**config.mk**
```make
export PLATFORM = sky130hd
export DESIGN_NAME = disp_regbank
export DESIGN_NICKNAME = d
export VERILOG_FILES = /design/src/rtl/disp_regbank_pkg.sv /design/src/rtl/regbank_decode.sv /design/src/rtl/regbank_ctrl.sv /design/src/rtl/regbank_aux.sv /design/src/rtl/regbank_bufptr.sv /design/src/rtl/disp_regbank.sv
export SDC_FILE = /design/constraint.sdc
export NUM_CORES = 1
export LEC_CHECK = 0
export BUFFER_PORTS_ARGS = -buffer_cell sky130_fd_sc_hd__buf_2
export CORE_MARGIN = 3
export CORE_UTILIZATION = 62
export DETAILED_ROUTE_END_ITERATION = 12
export GPL_TIMING_DRIVEN = 0
export PLACE_DENSITY = 0.83
export SYNTH_ARGS = -nofsm -noshare
export SYNTH_HDL_FRONTEND = slang
export SYNTH_HIERARCHICAL = 1
export SYNTH_SLANG_ARGS = --single-unit
```
**constraint.sdc**
```tcl
create_clock -name clk_i -period 3.6 [get_ports clk_i]
set_clock_uncertainty 0.05 [all_clocks]
set_input_delay 0.54 -clock clk_i [delete_from_list [all_inputs] [get_ports clk_i]]
set_output_delay 0.54 -clock clk_i [all_outputs]
set_load 0.05 [all_outputs]
```
**src/rtl/disp_regbank_pkg.sv**
```systemverilog
package disp_regbank_pkg;
  localparam int DATA_W     = 32;
  localparam int NUM_REGS   = 4;
  localparam int REG_IDX_W  = $clog2(NUM_REGS);
  localparam int OP_LSB     = 2;
  localparam int IDX_LSB    = 4;
  localparam int MAP_BITS   = IDX_LSB + REG_IDX_W;

  localparam int IDX_CTRL   = 0;
  localparam int IDX_AUX    = 1;
  localparam int IDX_CUR    = 2;
  localparam int IDX_NEXT   = 3;

  localparam int B_SRST     = 31;
  localparam int B_CLKGATE  = 30;
  localparam int B_DOTCLK   = 17;
  localparam int B_BW_LSB   = 10;
  localparam int B_WL_LSB   = 8;
  localparam int B_RUN      = 0;
  localparam int B_FIFO_CLR = 21;

  localparam logic [DATA_W-1:0] CTRL_RST  = DATA_W'(1) << B_CLKGATE;
  localparam logic [DATA_W-1:0] SRST_MASK = DATA_W'(1) << B_SRST;
  localparam logic [DATA_W-1:0] FCLR_MASK = DATA_W'(1) << B_FIFO_CLR;

  typedef enum logic [1:0] {
    OP_WRITE = 2'd0,
    OP_SET   = 2'd1,
    OP_CLR   = 2'd2,
    OP_TOG   = 2'd3
  } alias_op_e;

  function automatic logic [DATA_W-1:0] apply_alias(alias_op_e op,
                                                    logic [DATA_W-1:0] old_v,
                                                    logic [DATA_W-1:0] wd);
    case (op)
      OP_SET:  return old_v | wd;
      OP_CLR:  return old_v & ~wd;
      OP_TOG:  return old_v ^ wd;
      default: return wd;
    endcase
  endfunction
endpackage

```
**src/rtl/regbank_decode.sv**
```systemverilog
module regbank_decode
  import disp_regbank_pkg::*;
#(
  parameter int ADDR_W = 8
) (
  input  logic [ADDR_W-1:0]    addr_i,
  input  logic                 wr_en_i,
  output logic                 hit_o,
  output logic [REG_IDX_W-1:0] idx_o,
  output alias_op_e            op_o,
  output logic [NUM_REGS-1:0]  wr_sel_o
);
  logic unused_low;
  assign unused_low = ^addr_i[OP_LSB-1:0];

  generate
    if (ADDR_W > MAP_BITS) begin : g_upper
      assign hit_o = (addr_i[ADDR_W-1:MAP_BITS] == '0);
    end else begin : g_full
      assign hit_o = 1'b1;
    end
  endgenerate

  assign idx_o = addr_i[MAP_BITS-1:IDX_LSB];
  assign op_o  = alias_op_e'(addr_i[IDX_LSB-1:OP_LSB]);

  for (genvar g = 0; g < NUM_REGS; g++) begin : g_sel
    assign wr_sel_o[g] = wr_en_i & hit_o & (idx_o == REG_IDX_W'(g));
  end
endmodule

```
**src/rtl/regbank_ctrl.sv**
```systemverilog
module regbank_ctrl
  import disp_regbank_pkg::*;
(
  input  logic              clk_i,
  input  logic              rst_ni,
  input  logic              wr_i,
  input  alias_op_e         op_i,
  input  logic [DATA_W-1:0] wdata_i,
  input  logic              fifo_empty_i,
  output logic [DATA_W-1:0] q_o
);
  logic [DATA_W-1:0] q, d, res;

  always_comb begin
    res = apply_alias(op_i, q, wdata_i);
    d   = q;
    if (wr_i) begin
      if (res[B_SRST])     d = CTRL_RST | SRST_MASK;
      else if (q[B_SRST])  d = CTRL_RST;
      else                 d = res;
    end else if (!q[B_SRST] && q[B_RUN] && !q[B_DOTCLK] && fifo_empty_i) begin
      d[B_RUN] = 1'b0;  // drained: stop
    end
  end

  always_ff @(posedge clk_i or negedge rst_ni) begin
    if (!rst_ni) q <= CTRL_RST;
    else         q <= d;
  end

  assign q_o = q;

  assert_run_selfclear_R8: assert property (@(posedge clk_i) disable iff (!rst_ni)
    (q[B_RUN] && !q[B_DOTCLK] && fifo_empty_i && !wr_i) |=> !q[B_RUN]);

  assert_run_waits_drain_R8: assert property (@(posedge clk_i) disable iff (!rst_ni)
    (q[B_RUN] && !fifo_empty_i && !wr_i) |=> q[B_RUN]);

  assert_srst_held_R7: assert property (@(posedge clk_i) disable iff (!rst_ni)
    q[B_SRST] |-> (q == (CTRL_RST | SRST_MASK)));
endmodule

```
**src/rtl/regbank_aux.sv**
```systemverilog
module regbank_aux
  import disp_regbank_pkg::*;
(
  input  logic              clk_i,
  input  logic              rst_ni,
  input  logic              wr_i,
  input  alias_op_e         op_i,
  input  logic [DATA_W-1:0] wdata_i,
  input  logic              srst_i,
  output logic [DATA_W-1:0] q_o,
  output logic              clr_pulse_o
);
  logic [DATA_W-1:0] q, res;
  logic              pulse;

  assign res = apply_alias(op_i, q, wdata_i);

  always_ff @(posedge clk_i or negedge rst_ni) begin
    if (!rst_ni) begin
      q     <= '0;
      pulse <= 1'b0;
    end else if (srst_i) begin
      q     <= '0;
      pulse <= 1'b0;
    end else if (wr_i) begin
      q     <= res & ~FCLR_MASK;  // request bit is not stored
      pulse <= res[B_FIFO_CLR];
    end else begin
      pulse <= 1'b0;
    end
  end

  assign q_o         = q;
  assign clr_pulse_o = pulse;

  assert_fifo_pulse_cause_R9: assert property (@(posedge clk_i) disable iff (!rst_ni)
    clr_pulse_o |-> ($past(wr_i) && !$past(srst_i)));

  assert_set_alias_R2: assert property (@(posedge clk_i) disable iff (!rst_ni)
    (wr_i && op_i == OP_SET && !srst_i) |=>
      ((q & $past(wdata_i & ~FCLR_MASK)) == $past(wdata_i & ~FCLR_MASK)));

  assert_clr_alias_R3: assert property (@(posedge clk_i) disable iff (!rst_ni)
    (wr_i && op_i == OP_CLR && !srst_i) |=> ((q & $past(wdata_i)) == '0));
endmodule

```
**src/rtl/regbank_bufptr.sv**
```systemverilog
module regbank_bufptr
  import disp_regbank_pkg::*;
(
  input  logic              clk_i,
  input  logic              rst_ni,
  input  logic              wr_next_i,
  input  alias_op_e         op_i,
  input  logic [DATA_W-1:0] wdata_i,
  input  logic              frame_sync_i,
  input  logic              srst_i,
  output logic [DATA_W-1:0] cur_o,
  output logic [DATA_W-1:0] next_o
);
  logic [DATA_W-1:0] cur_q, next_q;

  always_ff @(posedge clk_i or negedge rst_ni) begin
    if (!rst_ni) begin
      cur_q  <= '0;
      next_q <= '0;
    end else if (srst_i) begin
      cur_q  <= '0;
      next_q <= '0;
    end else begin
      if (frame_sync_i) cur_q <= next_q;
      if (wr_next_i)    next_q <= apply_alias(op_i, next_q, wdata_i);
    end
  end

  assign cur_o  = cur_q;
  assign next_o = next_q;

  assert_swap_on_frame_R10: assert property (@(posedge clk_i) disable iff (!rst_ni)
    (frame_sync_i && !srst_i) |=> (cur_o == $past(next_o)));

  assert_cur_hold_R10: assert property (@(posedge clk_i) disable iff (!rst_ni)
    (!frame_sync_i && !srst_i) |=> $stable(cur_o));
endmodule

```
**src/rtl/disp_regbank.sv**
```systemverilog
module disp_regbank
  import disp_regbank_pkg::*;
#(
  parameter int ADDR_W = 8
) (
  input  logic              clk_i,
  input  logic              rst_ni,
  input  logic [ADDR_W-1:0] addr_i,
  input  logic              wr_en_i,
  input  logic [31:0]       wdata_i,
  output logic [31:0]       rdata_o,
  input  logic              fifo_empty_i,
  input  logic              frame_sync_i,
  output logic              soft_rst_o,
  output logic              clk_gate_o,
  output logic              dotclk_mode_o,
  output logic              run_o,
  output logic [1:0]        bus_width_o,
  output logic [1:0]        word_len_o,
  output logic              fifo_clr_o,
  output logic [31:0]       cur_buf_o
);
  logic                 hit;
  logic [REG_IDX_W-1:0] idx;
  alias_op_e            op;
  logic [NUM_REGS-1:0]  wr_sel;
  logic [DATA_W-1:0]    words [NUM_REGS];
  logic [DATA_W-1:0]    ctrl_q, aux_q, cur_q, next_q;
  logic                 srst;

  regbank_decode #(.ADDR_W(ADDR_W)) u_decode (
    .addr_i   (addr_i),
    .wr_en_i  (wr_en_i),
    .hit_o    (hit),
    .idx_o    (idx),
    .op_o     (op),
    .wr_sel_o (wr_sel)
  );

  regbank_ctrl u_ctrl (
    .clk_i        (clk_i),
    .rst_ni       (rst_ni),
    .wr_i         (wr_sel[IDX_CTRL]),
    .op_i         (op),
    .wdata_i      (wdata_i),
    .fifo_empty_i (fifo_empty_i),
    .q_o          (ctrl_q)
  );

  assign srst = ctrl_q[B_SRST];

  regbank_aux u_aux (
    .clk_i       (clk_i),
    .rst_ni      (rst_ni),
    .wr_i        (wr_sel[IDX_AUX] & ~srst),
    .op_i        (op),
    .wdata_i     (wdata_i),
    .srst_i      (srst),
    .q_o         (aux_q),
    .clr_pulse_o (fifo_clr_o)
  );

  regbank_bufptr u_bufptr (
    .clk_i        (clk_i),
    .rst_ni       (rst_ni),
    .wr_next_i    (wr_sel[IDX_NEXT] & ~srst),
    .op_i         (op),
    .wdata_i      (wdata_i),
    .frame_sync_i (frame_sync_i),
    .srst_i       (srst),
    .cur_o        (cur_q),
    .next_o       (next_q)
  );

  // current-buffer slot has no write path
  logic unused_cur_wr;
  assign unused_cur_wr = wr_sel[IDX_CUR];

  assign words[IDX_CTRL] = ctrl_q;
  assign words[IDX_AUX]  = aux_q;
  assign words[IDX_CUR]  = cur_q;
  assign words[IDX_NEXT] = next_q;

  assign rdata_o = hit ? words[idx] : '0;

  assign soft_rst_o    = ctrl_q[B_SRST];
  assign clk_gate_o    = ctrl_q[B_CLKGATE];
  assign dotclk_mode_o = ctrl_q[B_DOTCLK];
  assign run_o         = ctrl_q[B_RUN];
  assign bus_width_o   = ctrl_q[B_BW_LSB+1:B_BW_LSB];
  assign word_len_o    = ctrl_q[B_WL_LSB+1:B_WL_LSB];
  assign cur_buf_o     = cur_q;

  assert_srst_clears_bank_R7: assert property (@(posedge clk_i) disable iff (!rst_ni)
    (soft_rst_o && $past(soft_rst_o)) |-> (cur_buf_o == '0 && !fifo_clr_o && !run_o));
endmodule

```
==> flow_metrics.py <==
metrics = {
    "timing": {
        "relSlewSlack": 0.359,
        "hold-worst-slack_ns": 0.0555,
        "setup_slack_ns": 0.893,
        "period_needed_ns": 2.71,
        "post-route-period-util": 0.752,
        "tns_ns": 0,
        "fmax_mhz": 369,
        "rsz0062_at_grt": "false",
        "drv_slew": 0,
        "tightest_slew_ns": 0.961,
        "setup_viol": 0,
        "hold_viol": 0,
    },
    "global_routing": {
        "gr-total-overflow": 0,
        "grt_pass1_wl_mm": 55.5,
        "grt.total_usage": 0.326,
        "grt_max_degree": 71,
        "grt_pass1_vias": 10400,
        "antenna_found_initial": 0,
    },
    "clock_network": {
        "cts_max_path_buffers": 2,
        "cts-hold-fix-buffers": 0,
        "cts_resized": 0,
        "clk_latency_ns": 0.43,
        "cts_buffers": 17,
        "post-cts-setup-buffer-count": 0,
        "htreeDepth": 4,
        "cts_tree": "done",
        "numClockSinks": 128,
        "path_clk_slew_ns": 0.06,
        "clockRootBuffer": "clkbuf_16",
    },
    "layout": {
        "area_growth_pct": 12.4,
        "regArea_mm2": 0.00320,
        "final_common_cell": "inv_1",
        "drive_gt1_frac": 0.199,
        "fillers": 1450,
        "final_util": 0.714,
        "final_cell_mix": "251 x inv_1, 190 x ha_1, 131 x mux2i_1, 127 x dfrtp_1, 123 x buf_2",
        "nNetsFinal": 1627,
        "multi_input_area_mm2": 0.00756,
    },
    "power": {
        "vdd_drop_max_v": 0.000379,
        "p_per_area_mw_per_mm2": 384,
        "finalPower_mw": 5.35,
        "p_leak_nw": 7.30,
    },
    "critical_path": {
        "crit_buf_inv": 4,
        "critPathKind": "in -> out",
        "cpPeakStageDelay_ns": 0.62,
        "worstSetupEndpointType": "primary output",
        "reg2reg_from": "u_ctrl/q_o[31]$_DFFE_PN0P_",
        "cp.arrival_ns": 2.12,
        "crit_top_cell": "buf_2",
        "reg2reg_to": "u_ctrl/q_o[16]$_DFFE_PN0P_",
        "crit_family": "buffers and inverters",
        "reg2regPathDepth": 6,
        "critPathRequiredTime_ns": 3.01,
        "path_max_fanout": 10,
        "ff2ff_setup_slack_ns": 1.10,
        "cpMaxStageDelayCell": "clkbuf_1",
        "path_cells": "buf_2, buf_4, nand2_1, clkbuf_1, o22ai_1, buf_2",
        "crit_path_start_kind": "primary input",
        "worst-path-stages": 6,
    },
    "yosys": {
        "syn-cell-area_mm2": 0.0124,
        "syn-num-nets": 1495,
        "synth-warning-count": 6,
        "syn_inst": 1260,
        "syn_area_per_cell_um2": 9.84,
    },
    "floorplanning": {
        "die_h_um": 147,
        "ios": 118,
        "rows": 51,
        "start_util": 0.635,
        "core_mm2": 0.0195,
        "die_w_um": 147,
        "dieArea_mm2": 0.0217,
    },
    "routing": {
        "first_pass_iters": 7,
        "routed_wl_mm": 35.7,
        "wire_per_inst_um": 21.4,
        "vias_per_cell": 6.18,
        "ant_nets": 0,
        "drc": 0,
        "detailedRoute.firstIterationViolations": 955,
        "vias": 10300,
    },
    "placed_design": {
        "port_buffers": 112,
        "place_congestion": 0.875,
        "dp_hpwl_mm": 24.6,
        "post-place-ws_ns": 0.934,
    },
    "status": {
        "status": "completed",
    },
    "hold_path": {
        "min_path_type": "in -> async",
    },
    "flow_run": {
        "drv_cap": 0,
    },
}
## power by group
| part | switching [mW] | internal (mW) |
|---|---|---|
| Sequential | 0.212 | 1.60 |
| Clock | 0.680 | 1.17 |
| Combinational | 1.04 | 0.647 |
| Total | 1.93 | 3.42 |
## sequential cells by signal, summed over array words and instances, names as in the netlist
name,flops
u_bufptr/cur_o,32
u_aux/q_o,31
u_bufptr/next_o,32
u_aux/clr_pulse_o,1
u_ctrl/q_o,32
## cell type report
cell class	count	area share
Tap cell	265	0.0238
Clock buffer	21	0.0323
Sequential cell	128	0.230
Multi-Input combinational cell	789	0.542
Inverter	252	0.0679
Clock inverter	11	0.0117
Antenna cell	1	0.000180
Timing Repair Buffer	113	0.0426
Buffer	91	0.0492
## per-layer routing
metal / global-route usage / routed length [um] / up-vias
met5: 0 / 0 / -
met4: 0.158 / 1600 / 0
met2: 0.550 / 16900 / 559
li1: - / - / 4571
met3: 0.0570 / 3100 / 116
met1: 0.409 / 14100 / 5086
## worst register-to-register path, stage by stage, from the launching register on
cell and delay (ns):
dfrtp_1 0.85, inv_1 0.18, ha_1 0.32, mux2i_1 0.10, a32oi_2 0.33, buf_2 0.40
o31ai_1 0.13
## worst max path at each step
stage / startpoint / to / slack [ns]
2_1_floorplan: addr_i[7] / rdata_o[0] / 1.13
3_3_place_gp: rst_ni / u_ctrl/q_o[9]$_DFFE_PN0P_ / 0.06
3_5_place_dp: addr_i[4] / rdata_o[12] / 0.93
4_1_cts: addr_i[4] / rdata_o[12] / 0.93
5_1_grt: addr_i[4] / rdata_o[11] / 0.84
6_report: addr_i[4] / rdata_o[12] / 0.89
## stage by stage
stage                     cell area, um2  instances
after CTS                          13900       1670
after floorplan                    12400       1260
after detailed placement           13300       1638
final                              13900       1671
after global routing               13900       1670
after global placement             13300       1637
No activity file was read; power rests on OpenSTA's default activity.
